$ cat config.mk
export PLATFORM = sky130hd
export DESIGN_NAME = mux_bus_master
export DESIGN_NICKNAME = d
export VERILOG_FILES = /design/src/rtl/mbm_pkg.sv /design/src/rtl/mbm_wdog.sv /design/src/rtl/mbm_retry.sv /design/src/rtl/mux_bus_master.sv
export SDC_FILE = /design/constraint.sdc
export NUM_CORES = 1
export LEC_CHECK = 0
export BUFFER_PORTS_ARGS = -buffer_cell sky130_fd_sc_hd__buf_2
export CAP_MARGIN = 30
export CELL_PAD_IN_SITES_DETAIL_PLACEMENT = 1
export CELL_PAD_IN_SITES_GLOBAL_PLACEMENT = 2
export CORE_ASPECT_RATIO = 0.9
export CORE_UTILIZATION = 26
export CTS_CLUSTER_SIZE = 30
export DETAILED_ROUTE_END_ITERATION = 10
export HOLD_SLACK_MARGIN = 0.15
export PLACE_DENSITY_LB_ADDON = 0.15
export SLEW_MARGIN = 25
export SYNTH_ARGS = -nofsm -noshare
export SYNTH_HDL_FRONTEND = slang
export SYNTH_SLANG_ARGS = --single-unit
$ cat constraint.sdc
create_clock -name clk -period 2.25 [get_ports clk]
set_input_delay 0.1125 -clock clk [delete_from_list [all_inputs] [get_ports clk]]
set_output_delay 0.1125 -clock clk [all_outputs]
set_load 0.02 [all_outputs]
$ cat src/rtl/mbm_pkg.sv
package mbm_pkg;

  // Master-driven operation codes; slave status shares the same lines.
  typedef enum logic [2:0] {
    OP_NONE  = 3'd0,
    OP_READ  = 3'd1,
    OP_WRITE = 3'd2,
    OP_RBLK  = 3'd3,
    OP_WBLK  = 3'd4,
    OP_CONT  = 3'd5
  } mbm_op_e;

  localparam logic [2:0] SL_OK    = 3'd1;
  localparam logic [2:0] SL_RETRY = 3'd3;

  typedef enum logic [1:0] {
    DS_OK      = 2'd0,
    DS_FAIL    = 2'd1,
    DS_TIMEOUT = 2'd2,
    DS_RLIMIT  = 2'd3
  } mbm_done_e;

  typedef enum logic [2:0] {
    ST_IDLE,
    ST_ADDR,
    ST_TURN,
    ST_WDATA,
    ST_RDATA
  } mbm_state_e;

  // Opcode chosen for the address cycle.
  function automatic mbm_op_e pick_op(input logic wr, input logic single);
    if (single) return wr ? OP_WRITE : OP_READ;
    return wr ? OP_WBLK : OP_RBLK;
  endfunction

endpackage

$ cat src/rtl/mbm_wdog.sv
module mbm_wdog #(
  parameter int TMO_CYC = 8
) (
  input  logic clk,
  input  logic rst_n,
  input  logic load,
  input  logic tick,
  output logic expired
);
  localparam int CW = $clog2(TMO_CYC + 2);

  logic [CW-1:0] cnt_q;

  always_ff @(posedge clk) begin
    if (!rst_n)                 cnt_q <= '0;
    else if (load)              cnt_q <= CW'(TMO_CYC);
    else if (tick && cnt_q != 0) cnt_q <= cnt_q - 1'b1;
  end

  assign expired = (cnt_q == '0);

  // a fresh load leaves at least one cycle before expiry
  a_r7_reload_fresh: assert property (@(posedge clk) disable iff (!rst_n)
    (load && TMO_CYC != 0) |=> !expired);

endmodule

$ cat src/rtl/mbm_retry.sv
module mbm_retry #(
  parameter int MAX_RETRY = 2
) (
  input  logic clk,
  input  logic rst_n,
  input  logic clr,
  input  logic inc,
  output logic exhausted
);
  localparam int CW = $clog2(MAX_RETRY + 2);

  logic [CW-1:0] cnt_q;

  always_ff @(posedge clk) begin
    if (!rst_n)   cnt_q <= '0;
    else if (clr) cnt_q <= '0;
    else if (inc) cnt_q <= cnt_q + 1'b1;
  end

  assign exhausted = (cnt_q == CW'(MAX_RETRY));

  // the counter never steps past its limit
  a_r8_no_overrun: assert property (@(posedge clk) disable iff (!rst_n)
    exhausted && !clr |-> !inc);

endmodule

$ cat src/rtl/mux_bus_master.sv
module mux_bus_master
  import mbm_pkg::*;
#(
  parameter int W         = 16,
  parameter int LENW      = 4,
  parameter int TMO_CYC   = 8,
  parameter int MAX_RETRY = 2
) (
  input  logic            clk,
  input  logic            rst_n,
  input  logic            req_valid_i,
  output logic            req_ready_o,
  input  logic            req_write_i,
  input  logic [LENW-1:0] req_len_i,
  input  logic [W-1:0]    req_addr_i,
  output logic [LENW-1:0] wr_idx_o,
  input  logic [W-1:0]    wr_data_i,
  output logic            rd_valid_o,
  output logic [LENW-1:0] rd_idx_o,
  output logic [W-1:0]    rd_data_o,
  output logic            done_o,
  output logic [1:0]      done_stat_o,
  output logic            bus_start_o,
  output logic [2:0]      bus_op_o,
  output logic            bus_op_oe_o,
  input  logic [2:0]      bus_op_i,
  input  logic            bus_finish_i,
  output logic [LENW-1:0] bus_cnt_o,
  output logic [W-1:0]    bus_ad_o,
  output logic            bus_ad_oe_o,
  input  logic [W-1:0]    bus_ad_i
);

  mbm_state_e      state_q, state_d;
  logic            wr_q;
  logic [LENW-1:0] len_q;
  logic [W-1:0]    addr_q;
  logic [LENW-1:0] idx_q;

  // Named internal events
  logic accept, in_data, evt_fin, st_ok, st_retry, st_fail, last_word;
  logic wd_load, wd_tick, wd_expired, evt_tmo;
  logic rt_clr, rt_inc, rt_exhausted;
  logic done_d;
  mbm_done_e stat_d;

  assign accept    = (state_q == ST_IDLE) && req_valid_i;
  assign in_data   = (state_q == ST_WDATA) || (state_q == ST_RDATA);
  assign evt_fin   = in_data && bus_finish_i;
  assign st_ok     = evt_fin && (bus_op_i == SL_OK);
  assign st_retry  = evt_fin && (bus_op_i == SL_RETRY);
  assign st_fail   = evt_fin && !st_ok && !st_retry;
  assign last_word = (idx_q == len_q - 1'b1);

  // Watchdog: reload at each start and each accepted word
  assign wd_load = (state_q == ST_ADDR) || (st_ok && !last_word);
  assign wd_tick = in_data || (state_q == ST_TURN);
  assign evt_tmo = wd_tick && !evt_fin && wd_expired;

  mbm_wdog #(.TMO_CYC(TMO_CYC)) u_wdog (
    .clk(clk), .rst_n(rst_n), .load(wd_load), .tick(wd_tick), .expired(wd_expired)
  );

  assign rt_clr = accept;
  assign rt_inc = st_retry && !rt_exhausted;

  mbm_retry #(.MAX_RETRY(MAX_RETRY)) u_retry (
    .clk(clk), .rst_n(rst_n), .clr(rt_clr), .inc(rt_inc), .exhausted(rt_exhausted)
  );

  // Next state and completion
  always_comb begin
    state_d = state_q;
    done_d  = 1'b0;
    stat_d  = DS_OK;
    unique case (state_q)
      ST_IDLE:  if (req_valid_i) state_d = ST_ADDR;
      ST_ADDR:  state_d = wr_q ? ST_WDATA : ST_TURN;
      ST_TURN:  begin
        if (evt_tmo) begin
          state_d = ST_IDLE; done_d = 1'b1; stat_d = DS_TIMEOUT;
        end else begin
          state_d = ST_RDATA;
        end
      end
      ST_WDATA, ST_RDATA: begin
        if (st_ok && last_word) begin
          state_d = ST_IDLE; done_d = 1'b1; stat_d = DS_OK;
        end else if (st_fail) begin
          state_d = ST_IDLE; done_d = 1'b1; stat_d = DS_FAIL;
        end else if (st_retry) begin
          if (rt_exhausted) begin
            state_d = ST_IDLE; done_d = 1'b1; stat_d = DS_RLIMIT;
          end else begin
            state_d = ST_ADDR;
          end
        end else if (evt_tmo) begin
          state_d = ST_IDLE; done_d = 1'b1; stat_d = DS_TIMEOUT;
        end
      end
      default:  state_d = ST_IDLE;
    endcase
  end

  always_ff @(posedge clk) begin
    if (!rst_n) begin
      state_q     <= ST_IDLE;
      wr_q        <= 1'b0;
      len_q       <= '0;
      addr_q      <= '0;
      idx_q       <= '0;
      done_o      <= 1'b0;
      done_stat_o <= DS_OK;
      rd_valid_o  <= 1'b0;
      rd_idx_o    <= '0;
      rd_data_o   <= '0;
    end else begin
      state_q     <= state_d;
      done_o      <= done_d;
      done_stat_o <= stat_d;
      rd_valid_o  <= st_ok && !wr_q;
      if (st_ok) begin
        rd_idx_o  <= idx_q;
        rd_data_o <= bus_ad_i;
      end
      if (accept) begin
        wr_q   <= req_write_i;
        len_q  <= (req_len_i == '0) ? LENW'(1) : req_len_i;
        addr_q <= req_addr_i;
      end
      if (state_q == ST_ADDR)       idx_q <= '0;
      else if (st_ok && !last_word) idx_q <= idx_q + 1'b1;
    end
  end

  // Bus drive, decoded from the registered state
  logic is_addr;
  assign is_addr     = (state_q == ST_ADDR);
  assign req_ready_o = (state_q == ST_IDLE);
  assign bus_start_o = is_addr;
  assign bus_op_oe_o = is_addr || ((state_q == ST_WDATA) && (idx_q != '0));
  assign bus_op_o    = is_addr ? pick_op(wr_q, len_q == LENW'(1)) : OP_CONT;
  assign bus_ad_oe_o = is_addr || (state_q == ST_WDATA);
  assign bus_ad_o    = is_addr ? addr_q : wr_data_i;
  assign bus_cnt_o   = is_addr ? len_q : '0;
  assign wr_idx_o    = idx_q;

  // start lasts one cycle per attempt
  a_r2_start_one_cycle: assert property (@(posedge clk) disable iff (!rst_n)
    bus_start_o |=> !bus_start_o);

  // a read address cycle is followed by a released bus
  a_r4_turnaround: assert property (@(posedge clk) disable iff (!rst_n)
    (bus_start_o && (bus_op_o == OP_READ || bus_op_o == OP_RBLK))
      |=> (!bus_ad_oe_o && !bus_op_oe_o));

  // a write address cycle is followed by data on the shared lines
  a_r3_write_drive: assert property (@(posedge clk) disable iff (!rst_n)
    (bus_start_o && (bus_op_o == OP_WRITE || bus_op_o == OP_WBLK)) |=> bus_ad_oe_o);

  // a failure status ends the request in the next cycle
  a_r5_fail_ends: assert property (@(posedge clk) disable iff (!rst_n)
    st_fail |=> (done_o && done_stat_o == DS_FAIL));

  // read words only follow a slave finish
  a_r4_rd_after_fin: assert property (@(posedge clk) disable iff (!rst_n)
    rd_valid_o |-> $past(evt_fin));

  // a timeout never coincides with a finish
  a_r7_tmo_no_fin: assert property (@(posedge clk) disable iff (!rst_n)
    (done_o && done_stat_o == DS_TIMEOUT) |-> $past(!bus_finish_i));

  // a taken request always yields an address cycle next
  a_r9_accept_start: assert property (@(posedge clk) disable iff (!rst_n)
    (req_ready_o && req_valid_i) |=> bus_start_o);

  // completion is a single-cycle pulse
  a_r6_done_pulse: assert property (@(posedge clk) disable iff (!rst_n)
    done_o |=> !done_o);

endmodule

Yosys cells after proc, flatten, opt, wreduce, memory -nomap -nowiden
Cells that the tools add are included.
- eq/ne operators: 11
- add/sub/neg operators: 4
- bitwise logic cells: 1
- muxes and demuxes: 32
- reduce and logical (&&, ||, !) cells: 36
- operators by type and width (operator ; count):
    two-way mux 3 bit ; 10
    two-way mux 16 bit ; 1
    two-way mux 4 bit ; 4
    logical AND 1 bit ; 14
    two-way mux 2 bit ; 6
    case mux 3 bit (4 select lines) ; 1
    equality test 3 x 2 -> 1 bit, second input constant ; 3
    zero test 4 bit ; 2
    two-way mux 1 bit ; 8
    nonzero test 4 bit ; 2
    OR reduction 2 bit ; 4
    subtractor 4 x 1 -> 4 bit, second input constant ; 2
    equality test 3 x 1 -> 1 bit, second input constant ; 2
    zero test 1 bit ; 6
    logical OR 1 bit ; 5
    inequality test 5 bit, second input constant ; 1
    adder 4 x 1 -> 4 bit, second input constant ; 1
    equality test 4 x 1 -> 1 bit, second input constant ; 1
    equality test 4 bit ; 1
    case mux 2 bit (2 select lines) ; 1
    equality test 3 bit, second input constant ; 1
    zero test 3 bit ; 1
    adder 2 x 1 -> 2 bit, second input constant ; 1
    equality test 2 bit, second input constant ; 1
    5 further kinds ; 5
- register bits after elaboration: 58
- input bits: 60

Depth between registers and ports, before layout
Gate-level depths: netlist of run 1.
- word-level depth: 11
- depth in mapped cells: 8

Cells and area by module
From an unflattened synthesis of run 1, not the netlist that was laid out.
- cell total of the unflattened synthesis: 367
- area total of the unflattened synthesis: 2899.0 um2
- modules (own cells, without submodules) (module ; cells an instance ; times used ; area each (um2)):
    mux_bus_master ; 333 ; 1 ; 2593.7
    mbm_wdog ; 25 ; 1 ; 206.4
    mbm_retry ; 9 ; 1 ; 98.8

Worst setup path after synthesis of run 1
No wires, ideal clock.
- kind: register -> register
- from: reg state_q[2]
- to: reg len_q[0]
- setup slack: 0.434 ns
- setup time: 0.086 ns
- clock period less this slack: 1.816 ns
- buffers on the path: 2
- arrival time: 1.730 ns
- stages on the path, launching flop included: 6
- cell sequence: dfxtp_1 -> clkbuf_1 -> nor3_1 -> nand2_1 -> clkbuf_1 -> a211oi_1
- word-level cells in the longest chain between the ends: 2
- RTL lines (element ; line ; source):
    from (decl) ; mux_bus_master.sv:34 ; mbm_state_e state_q, state_d;
    from (signal assigned) ; mux_bus_master.sv:118 ; state_q <= state_d;
    zero test 3 bit ; n/a ;
    via req_ready_o ; mux_bus_master.sv:12 ; output logic req_ready_o,
    logical AND 1 bit ; mux_bus_master.sv:47 ; assign accept = (state_q == ST_IDLE) && req_valid_i;
    to (signal assigned) ; mux_bus_master.sv:128 ; len_q <= (req_len_i == '0) ? LENW'(1) : req_len_i;
    to (decl) ; mux_bus_master.sv:36 ; logic [LENW-1:0] len_q;
The timed path passes the listed nets, and every way through them passes these cells.
A chain may end at the register's enable or synchronous reset.

Final worst setup path of run 1
- from: reg state_q[1]
- to: reg done_stat_o[0]
- word-level cells in the longest chain between the ends: 10
- elaborated cells between the ends (all ways): 17
- those cells by class: 3 x eq/ne; 4 x mux; 10 x reduce/logical
- RTL lines (element ; line ; source):
    equality test 3 x 2 -> 1 bit or equality test 3 bit (tied branches) ; mux_bus_master.sv:48, mux_bus_master.sv:76 ;
    logical OR 1 bit ; mux_bus_master.sv:48 ; assign in_data = (state_q == ST_WDATA) || (state_q == ST_RDATA);
    logical AND 1 bit ; mux_bus_master.sv:49 ; assign evt_fin = in_data && bus_finish_i;
    logical AND 1 bit ; mux_bus_master.sv:50 ; assign st_ok = evt_fin && (bus_op_i == SL_OK);
    zero test 1 bit ; mux_bus_master.sv:52 ; assign st_fail = evt_fin && !st_ok && !st_retry;
    logical AND 1 bit (2 in a row) ; mux_bus_master.sv:52 ;
    two-way mux 2 bit ; mux_bus_master.sv:89 ; end else if (st_fail) begin
    two-way mux 2 bit ; mux_bus_master.sv:87 ; if (st_ok && last_word) begin
    case mux 2 bit (2 select lines) * ; mux_bus_master.sv:76 ; unique case (state_q)
    to (signal assigned) ; mux_bus_master.sv:120 ; done_stat_o <= stat_d;
    to (decl) ; mux_bus_master.sv:22 ; output logic [1:0] done_stat_o,
Every way passes the cells marked *; elsewhere a longest branch is shown, timed or not.

==> results.py, run 1 <==
metrics = {
    "outcome": {
        "status": "completed",
    },
    "setup_path": {
        "critPathBufInv": 1,
        "required_ns": 2.46,
        "reg2reg_slack_ns": 0.13,
        "crit_type": "reg -> reg",
        "crit_path_max_fanout": 12,
        "crit-reg2reg-capture": "done_stat_o[0]",
        "cp.arrival_ns": 2.33,
        "timing.rr.start": "state_q[1]",
        "path_delay_family": "buffers and inverters",
        "crit_path_start_kind": "register",
        "path_cells": "or3b_1 -> a21oi_1 -> a211oi_1 -> dlygate4sd3_1",
        "r2r_cells": 4,
        "slowest_delay_ns": 0.57,
        "cp_slowest_cell": "dlygate4sd3_1",
        "cp-end-kind": "register",
    },
    "sta": {
        "tightest_slew_ns": 0.408,
        "finalCriticalPeriod_ns": 2.12,
        "slew_headroom": 0.728,
        "timing.final.crit_share": 0.941,
        "rsz0062_at_grt": "no",
        "max_freq_mhz": 472,
        "maxSlewViolCount": 0,
        "fin_skew_ns": 0.00690,
        "finalSetupTns_ns": 0,
        "hold_viol_final": 0,
        "layout_setup_ws_ns": 0.132,
        "setup_violations": 0,
    },
    "floorplan": {
        "start_util": 0.273,
        "core_area_um2": 9870,
        "pin_count": 115,
        "die_w_um": 109,
        "rows": 34,
        "dieArea_um2": 10800,
        "dieHeight_um": 98.6,
    },
    "layout": {
        "area_delta_synth_final_pct": 54.2,
        "nNetsFinal": 556,
        "utilization": 0.422,
        "num_antenna_cells": 0,
        "drive_above_1_share": 0.337,
    },
    "clock_network": {
        "clk_pin_slew_ns": 0.06,
        "cts_setup_buffers": 0,
        "cts_made_buffers": 9,
        "cts_root_buffer": "clkbuf_16",
        "htree_num_levels": 3,
        "clockBufferDepth": 2,
        "cts_sinks": 58,
        "cts_tree": "done",
        "clk_latency_ns": 0.32,
    },
    "synthesis": {
        "avgSynthCellArea_um2": 8.17,
        "yosys_register_bits": 58,
        "syn_area_um2": 2700,
        "syn_nets": 398,
        "ys.flop_type": "dfxtp_1",
        "synth_top_cell_by_area": "dfxtp_1",
        "synth_common_cells": "nand2_1 (94), dfxtp_1 (58), a21oi_1 (44)",
        "yosysTopAreaCellShare": 0.430,
        "synthCells": 330,
        "ys_seq_area_frac": 0.430,
        "yosysWarnings": 0,
        "synthTopCellsByArea": "dfxtp_1 (43%), nand2_1 (13%), a21oi_1 (8.2%)",
        "yosysMostFrequentCell": "nand2_1",
        "ys_async_sr_fraction": 0,
        "synth-edff-count": 0,
        "yosysUniqueCellTypes": 43,
    },
    "grt": {
        "globalRouteOverflowTotal": 0,
        "grt_pass1_vias": 2862,
        "grt_max_degree": 29,
        "grt_pass1_wl_um": 14000,
        "track_usage": 0.167,
        "antenna_found_initial": 0,
    },
    "worst_hold_path": {
        "hold_start": "req_len_i[0]",
        "whs_path_depth": 3,
        "holdPathEnd": "len_q[0]",
        "hp-class": "in -> reg",
    },
    "routing": {
        "finalWirelength_um": 8570,
        "antenna_left": 0,
        "drc_errors": 0,
        "dr_total_vias": 2814,
        "wl_per_cell_um": 13.8,
        "first_iter_violations": 44,
        "firstDrtPassIters": 4,
        "vias_per_cell": 4.55,
    },
    "place": {
        "gp_congestion": 0.719,
        "place_ws_ns": 0.294,
        "detailed_place_hpwl_um": 6130,
        "io_buffer_count": 114,
    },
    "power_and_ir_drop": {
        "total_leakage_power_nw": 1.82,
        "ir_drop_v": 0.000312,
        "powerDensity_nw_per_um2": 765,
    },
    "job": {
        "cap_violations": 0,
    },
}
-- layer usage --
metal,GRT usage,share of wire,up-vias
li1,-,-,1430
met1,0.210,0.46,1302
met2,0.274,0.47,73
met3,0.0582,0.066,9
met4,0.0338,0.0082,0
met5,0,0,-
-- cells by family after synthesis --
kind of cell / count (synthesis) / synth area share
AO/OA/AOI/OAI: 68 / 0.152
XOR/XNOR: 10 / 0.0376
adder cells (fa/ha/maj): 8 / 0.0371
buffers and inverters: 30 / 0.0468
flip-flops: 58 / 0.430
multiplexers: 16 / 0.0668
AND/OR/NAND/NOR: 140 / 0.229
-- metrics by stage --
step	cells	power [mW]	hold slack, ns	area, um^2
CTS	619	3.24	0.164	4150
global route	619	3.35	0.186	4160
global placement	563	1.69	0.354	3430
detailed placement	563	1.69	0.360	3430
finish	619	3.18	0.170	4160
floorplan	330	1.48	0.239	2700
-- cell usage in the layout (no fill, tap or decap), types with 5 or more instances in the layout --
master / instances
nor2_1: 13
a21oi_1: 43
o21ai_0: 5
dfxtp_1: 57
xnor2_1: 5
buf_2: 114
mux2_2: 16
ha_1: 8
nor3_1: 7
dlygate4sd3_1: 40
clkbuf_16: 9
nand3_1: 5
nand2_1: 94
buf_4: 12
inv_1: 10
-- sequential cells by signal, summed over array words and instances, names as in the netlist --
signal and flops:
addr_q 16, done_o 1, rd_idx_o 4, done_stat_o 2, wr_idx_o 4, len_q 4, u_wdog.cnt_q 4, state_q 3
u_retry.cnt_q 2, rd_data_o 16, wr_q 1, rd_valid_o 1
-- tightest hold or removal path, stage by stage --
cell and delay (ns):
buf_2 0.08, nor3_1 0.05, a211oi_1 0.20
-- power by group --
part	switching, mW	internal [mW]
Combinational	0.327	0.272
Clock	0.472	0.995
Sequential	0.0415	1.08
Total	0.841	2.34
-- cell type report --
class / instances / area (um^2)
Clock buffer: 11 / 243
Clock inverter: 5 / 77.6
Fill cell: 1213 / 5710
Inverter: 11 / 45.0
Multi-Input combinational cell: 242 / 1410
Sequential cell: 58 / 1160
Tap cell: 126 / 158
Timing Repair Buffer: 166 / 1060
-- worst max path at each step --
| stage | start | endpoint | slack, ns | cells past startpoint |
|---|---|---|---|---|
| after floorplan | state_q[2] | len_q[0] | 0.43 | 5 |
| after global placement | len_q[0] | state_q[1] | 0.37 | 7 |
| after detailed placement | len_q[0] | state_q[1] | 0.29 | 7 |
| after CTS | state_q[0] | bus_cnt_o[3] | 0.11 | 6 |
| after global routing | state_q[1] | done_stat_o[0] | 0.003 | 4 |
| final | state_q[1] | done_stat_o[0] | 0.13 | 4 |
-- repair_timing --
| action | in CTS | in global routing |
|---|---|---|
| gates resized for setup | 1 | 2 |
| endpoints found under the setup margin | 1 | 3 |
| hold endpoints to repair | 41 | 0 |
| hold buffers | 40 | 0 |
| cloned | 0 | 0 |
(Power assumes the default switching activity.)
==> inputs of run 2 (changes only) <==
==> constraint.sdc (replaced) <==
create_clock -name clk -period 2.25 [get_ports clk]
set_input_delay 0.1125 -clock clk [delete_from_list [all_inputs] [get_ports clk]]
set_output_delay 0.1125 -clock clk [all_outputs]
set_load 0.005 [all_outputs]
==> results.py, run 2 (synthesis results as in run 1) <==
metrics = {
    "place": {
        "io_buffer_count": 114,
        "gp_congestion": 0.705,
        "detailed_place_hpwl_um": 5870,
    },
    "clock_network": {
        "clk_pin_slew_ns": 0.05,
        "clk_latency_ns": 0.32,
        "htree_num_levels": 3,
        "cts_tree": "done",
        "clockBufferDepth": 2,
        "cts_made_buffers": 9,
        "cts_root_buffer": "clkbuf_16",
        "cts_sinks": 58,
    },
    "outcome": {
        "status": "completed",
    },
    "layout": {
        "drive_above_1_share": 0.327,
        "num_antenna_cells": 0,
        "final_cell_mix": "buf_2 (114), nand2_1 (94), dfxtp_1 (58)",
        "area_delta_synth_final_pct": 51.9,
        "nNetsFinal": 553,
        "final_common_cell": "buf_2",
        "largest_registers": "addr_q (16), rd_data_o (16)",
    },
    "floorplan": {
        "dieArea_um2": 10800,
        "core_area_um2": 9870,
        "die_w_um": 109,
        "rows": 34,
        "dieHeight_um": 98.6,
        "start_util": 0.273,
        "pin_count": 115,
    },
    "grt": {
        "grt_pass1_wl_um": 13200,
        "antenna_found_initial": 0,
        "grt_max_degree": 32,
        "track_usage": 0.159,
        "grt_pass1_vias": 2695,
        "globalRouteOverflowTotal": 0,
    },
    "routing": {
        "vias_per_cell": 4.47,
        "wl_per_cell_um": 13.6,
        "drc_errors": 0,
        "finalWirelength_um": 8340,
        "first_iter_violations": 87,
        "firstDrtPassIters": 4,
        "dr_total_vias": 2750,
        "antenna_left": 0,
    },
    "sta": {
        "finalSetupTns_ns": 0,
        "fin_skew_ns": 0.00880,
        "maxSlewViolCount": 0,
        "max_freq_mhz": 479,
        "timing.final.crit_share": 0.928,
        "finalCriticalPeriod_ns": 2.09,
        "slew_headroom": 0.717,
        "hold_viol_final": 0,
        "whs_ns": 0.180,
        "tightest_slew_ns": 0.424,
        "setup_violations": 0,
        "rsz0062_at_grt": "no",
    },
    "setup_path": {
        "cp-end-kind": "primary output",
        "cp_slowest_cell": "dfxtp_1",
        "path_cells": "inv_1 -> or3_4 -> buf_4 -> mux2_2 -> buf_2",
        "required_ns": 2.14,
        "crit_type": "reg -> out",
        "crit_path_start_kind": "register",
        "cp.arrival_ns": 1.98,
        "slowest_delay_ns": 0.49,
        "crit_path_max_fanout": 13,
    },
    "power_and_ir_drop": {
        "powerDensity_nw_per_um2": 724,
        "total_leakage_power_nw": 1.80,
        "ir_drop_v": 0.000274,
    },
    "job": {
        "cap_violations": 0,
    },
    "worst_hold_path": {
        "hp-class": "in -> reg",
    },
}
run 2: where the power goes:
group	leakage [nW]	switching [mW]	internal, mW
combinational	1.18	0.249	0.274
clock	0.142	0.449	0.876
sequential	0.471	0.0425	1.08
run 2: final timing paths:
kind / start / endpoint / slack, ns / cells after the start
worst min-delay path: bus_op_i[2] / done_stat_o[0] / 0.18 / 3
worst max-delay path: state_q[0] / bus_ad_o[0] / 0.16 / 5
worst min register to register: rd_data_o[15] / rd_data_o[15] / 0.45 / 2
worst max register to register: len_q[0] / state_q[1] / 0.24 / 7
run 2: metal layers:
layer,wire (um),vias to the layer above,GRT usage
met4,68,0,0.0462
met5,0,-,0
met2,3920,75,0.258
li1,-,1421,-
met1,3810,1247,0.194
met3,545,7,0.0589
run 2: metrics by stage:
step | cell area, um^2 | worst slack [ns] | cells | total power [mW] | utilization
after floorplan | 2700 | 0.518 | 330 | 1.40 | -
after global placement | 3420 | 0.307 | 561 | 1.61 | 0.346
after detailed placement | 3420 | 0.247 | 561 | 1.61 | 0.346
after CTS | 4090 | 0.00323 | 615 | 3.02 | 0.415
after global routing | 4100 | 0.0635 | 615 | 3.11 | 0.415
final | 4100 | 0.162 | 615 | 2.97 | 0.415
run 2: area by class of cell:
type	instances	area (um^2)
inverters	11	41.3
clock inverters	3	40.0
well taps	126	158
repair buffers	163	1040
multi-input cells	242	1420
fillers	1235	5770
flip-flops and latches	58	1160
clock buffers	12	246
run 2: what timing repair did:
item | CTS | global route
endpoints found under the hold margin | 42 | 0
resized for setup | 0 | 1
setup buffers | 0 | 0
hold buffers | 39 | 0
endpoints found under the setup margin | 0 | 11
run 2: critical path, delay by kind of cell (launching register included):
family | cells | cell delay, ns
DFF | 1 | 0.49
buffers and inverters | 3 | 0.47
and+or+nand+nor | 1 | 0.42
muxes | 1 | 0.28
==> inputs of run 3 (changes only) <==
--- a/config.mk
+++ b/config.mk
@@ -5,7 +5,7 @@
 export SDC_FILE = /design/constraint.sdc
 export NUM_CORES = 1
 export LEC_CHECK = 0
-export BUFFER_PORTS_ARGS = -buffer_cell sky130_fd_sc_hd__buf_2
+export BUFFER_PORTS_ARGS = -buffer_cell sky130_fd_sc_hd__clkbuf_2
 export CAP_MARGIN = 30
 export CELL_PAD_IN_SITES_DETAIL_PLACEMENT = 1
 export CELL_PAD_IN_SITES_GLOBAL_PLACEMENT = 2
==> results.py, run 3 (synthesis results as in run 1) <==
metrics = {
    "outcome": {
        "status": "completed",
    },
    "clock_network": {
        "clk_latency_ns": 0.33,
        "cts_root_buffer": "clkbuf_16",
        "cts_tree": "done",
        "cts_made_buffers": 9,
        "clockBufferDepth": 2,
        "ctsResizeCount": 0,
        "htree_num_levels": 3,
        "cts_sinks": 58,
        "clk_pin_slew_ns": 0.05,
    },
    "layout": {
        "final_cell_mix": "clkbuf_2 (114), nand2_1 (94), dfxtp_1 (58)",
        "final_common_cell": "clkbuf_2",
        "fill_cells": 1240,
        "drive_above_1_share": 0.332,
        "area_delta_synth_final_pct": 53.2,
        "nNetsFinal": 554,
        "num_antenna_cells": 0,
        "final_cells": 617,
        "largest_registers": "addr_q (16), rd_data_o (16)",
    },
    "routing": {
        "firstDrtPassIters": 4,
        "first_iter_violations": 48,
        "vias_per_cell": 4.54,
        "antenna_left": 0,
        "wl_per_cell_um": 13.7,
        "dr_total_vias": 2801,
        "finalWirelength_um": 8450,
        "drc_errors": 0,
    },
    "sta": {
        "max_freq_mhz": 480,
        "rsz0062_at_grt": "no",
        "slew_headroom": 0.752,
        "hold_viol_final": 0,
        "tightest_slew_ns": 0.363,
        "finalSetupTns_ns": 0,
        "timing.final.crit_share": 0.925,
        "maxSlewViolCount": 0,
        "setup_violations": 0,
        "fin_skew_ns": 0.00621,
        "finalCriticalPeriod_ns": 2.08,
    },
    "grt": {
        "grt_max_degree": 24,
        "globalRouteOverflowTotal": 0,
        "track_usage": 0.161,
        "grt_pass1_vias": 2764,
        "grt_pass1_wl_um": 13400,
        "antenna_found_initial": 0,
    },
    "place": {
        "place_inst": 562,
        "io_buffer_count": 114,
        "detailed_place_hpwl_um": 5950,
        "gp_congestion": 0.717,
    },
    "setup_path": {
        "cp_slowest_cell": "dfxtp_1",
        "cp-end-kind": "primary output",
        "critical_path_depth": 5,
        "required_ns": 2.14,
        "path_delay_family": "flip-flops",
        "crit-reg2reg-capture": "wr_idx_o[3]",
        "r2r_cells": 5,
        "crit_start": "state_q[0]",
        "crit_type": "reg -> out",
        "path_cells": "inv_1 -> or3_1 -> buf_12 -> mux2_2 -> clkbuf_2",
        "crit_end": "bus_ad_o[14]",
        "slowest_delay_ns": 0.48,
        "timing.rr.start": "state_q[2]",
        "critPathBufInv": 3,
        "reg2reg_slack_ns": 0.26,
        "crit_path_max_fanout": 17,
        "crit_path_start_kind": "register",
        "cp.arrival_ns": 1.97,
    },
    "job": {
        "cap_violations": 0,
    },
    "floorplan": {
        "dieHeight_um": 98.6,
        "dieArea_um2": 10800,
        "rows": 34,
        "core_area_um2": 9870,
        "pin_count": 115,
        "start_util": 0.273,
        "die_w_um": 109,
    },
    "power_and_ir_drop": {
        "ir_drop_v": 0.000432,
        "total_leakage_power_nw": 1.79,
        "powerDensity_nw_per_um2": 732,
    },
    "worst_hold_path": {
        "hp-class": "in -> reg",
        "whs_path_depth": 3,
    },
}
## run 3: per-layer routing
metal  share of wire  GRT usage  vias up
met4           0.010     0.0523        0
met3           0.066     0.0536        7
met5               0          0        -
met2            0.46      0.258       76
met1            0.46      0.203     1295
li1                -          -     1423
## run 3: tightest hold or removal path, cell delays in order
cell and delay (ns):
clkbuf_2 0.08, nor3_1 0.05, a211oi_1 0.19
## run 3: stage by stage
step	power (mW)	utilization	worst slack, ns	hold WS [ns]	cell area, um^2
3_5_place_dp	1.62	0.348	0.307	0.344	3440
3_3_place_gp	1.61	0.348	0.352	0.337	3440
5_1_grt	3.18	0.419	0.0506	0.199	4130
2_1_floorplan	1.40	-	0.518	0.239	2700
6_report	3.03	0.419	0.168	0.171	4130
4_1_cts	3.08	0.419	0.144	0.165	4130
## run 3: layout make-up
class,count,area (um^2),area share
Tap cell,126,158,0.0382
Multi-Input combinational cell,242,1410,0.341
Sequential cell,58,1160,0.281
Clock inverter,6,66.3,0.0161
Clock buffer,10,239,0.0578
Timing Repair Buffer,164,1060,0.256
Inverter,11,41.3,0.00999
## run 3: worst min-delay path by stage
stage          slack, ns        endpoint           start
6_report            0.17        len_q[0]    req_len_i[0]
4_1_cts             0.17  done_stat_o[0]     bus_op_i[2]
3_3_place_gp        0.34      addr_q[10]  req_addr_i[10]
2_1_floorplan       0.24  done_stat_o[0]    bus_finish_i
5_1_grt             0.20  done_stat_o[0]     bus_op_i[2]
3_5_place_dp        0.34      addr_q[14]  req_addr_i[14]
## run 3: timing repair
item                      CTS  global route
hold endpoints to repair   41             0
hold buffers               39             0
buffers inserted            0             0
## run 3: report_power, final
group / leakage [nW] / switching (mW) / total (mW) / internal (mW)
registers: 0.471 / 0.0422 / 1.12 / 1.07
logic: 1.18 / 0.253 / 0.527 / 0.274
clock network: 0.141 / 0.496 / 1.38 / 0.886
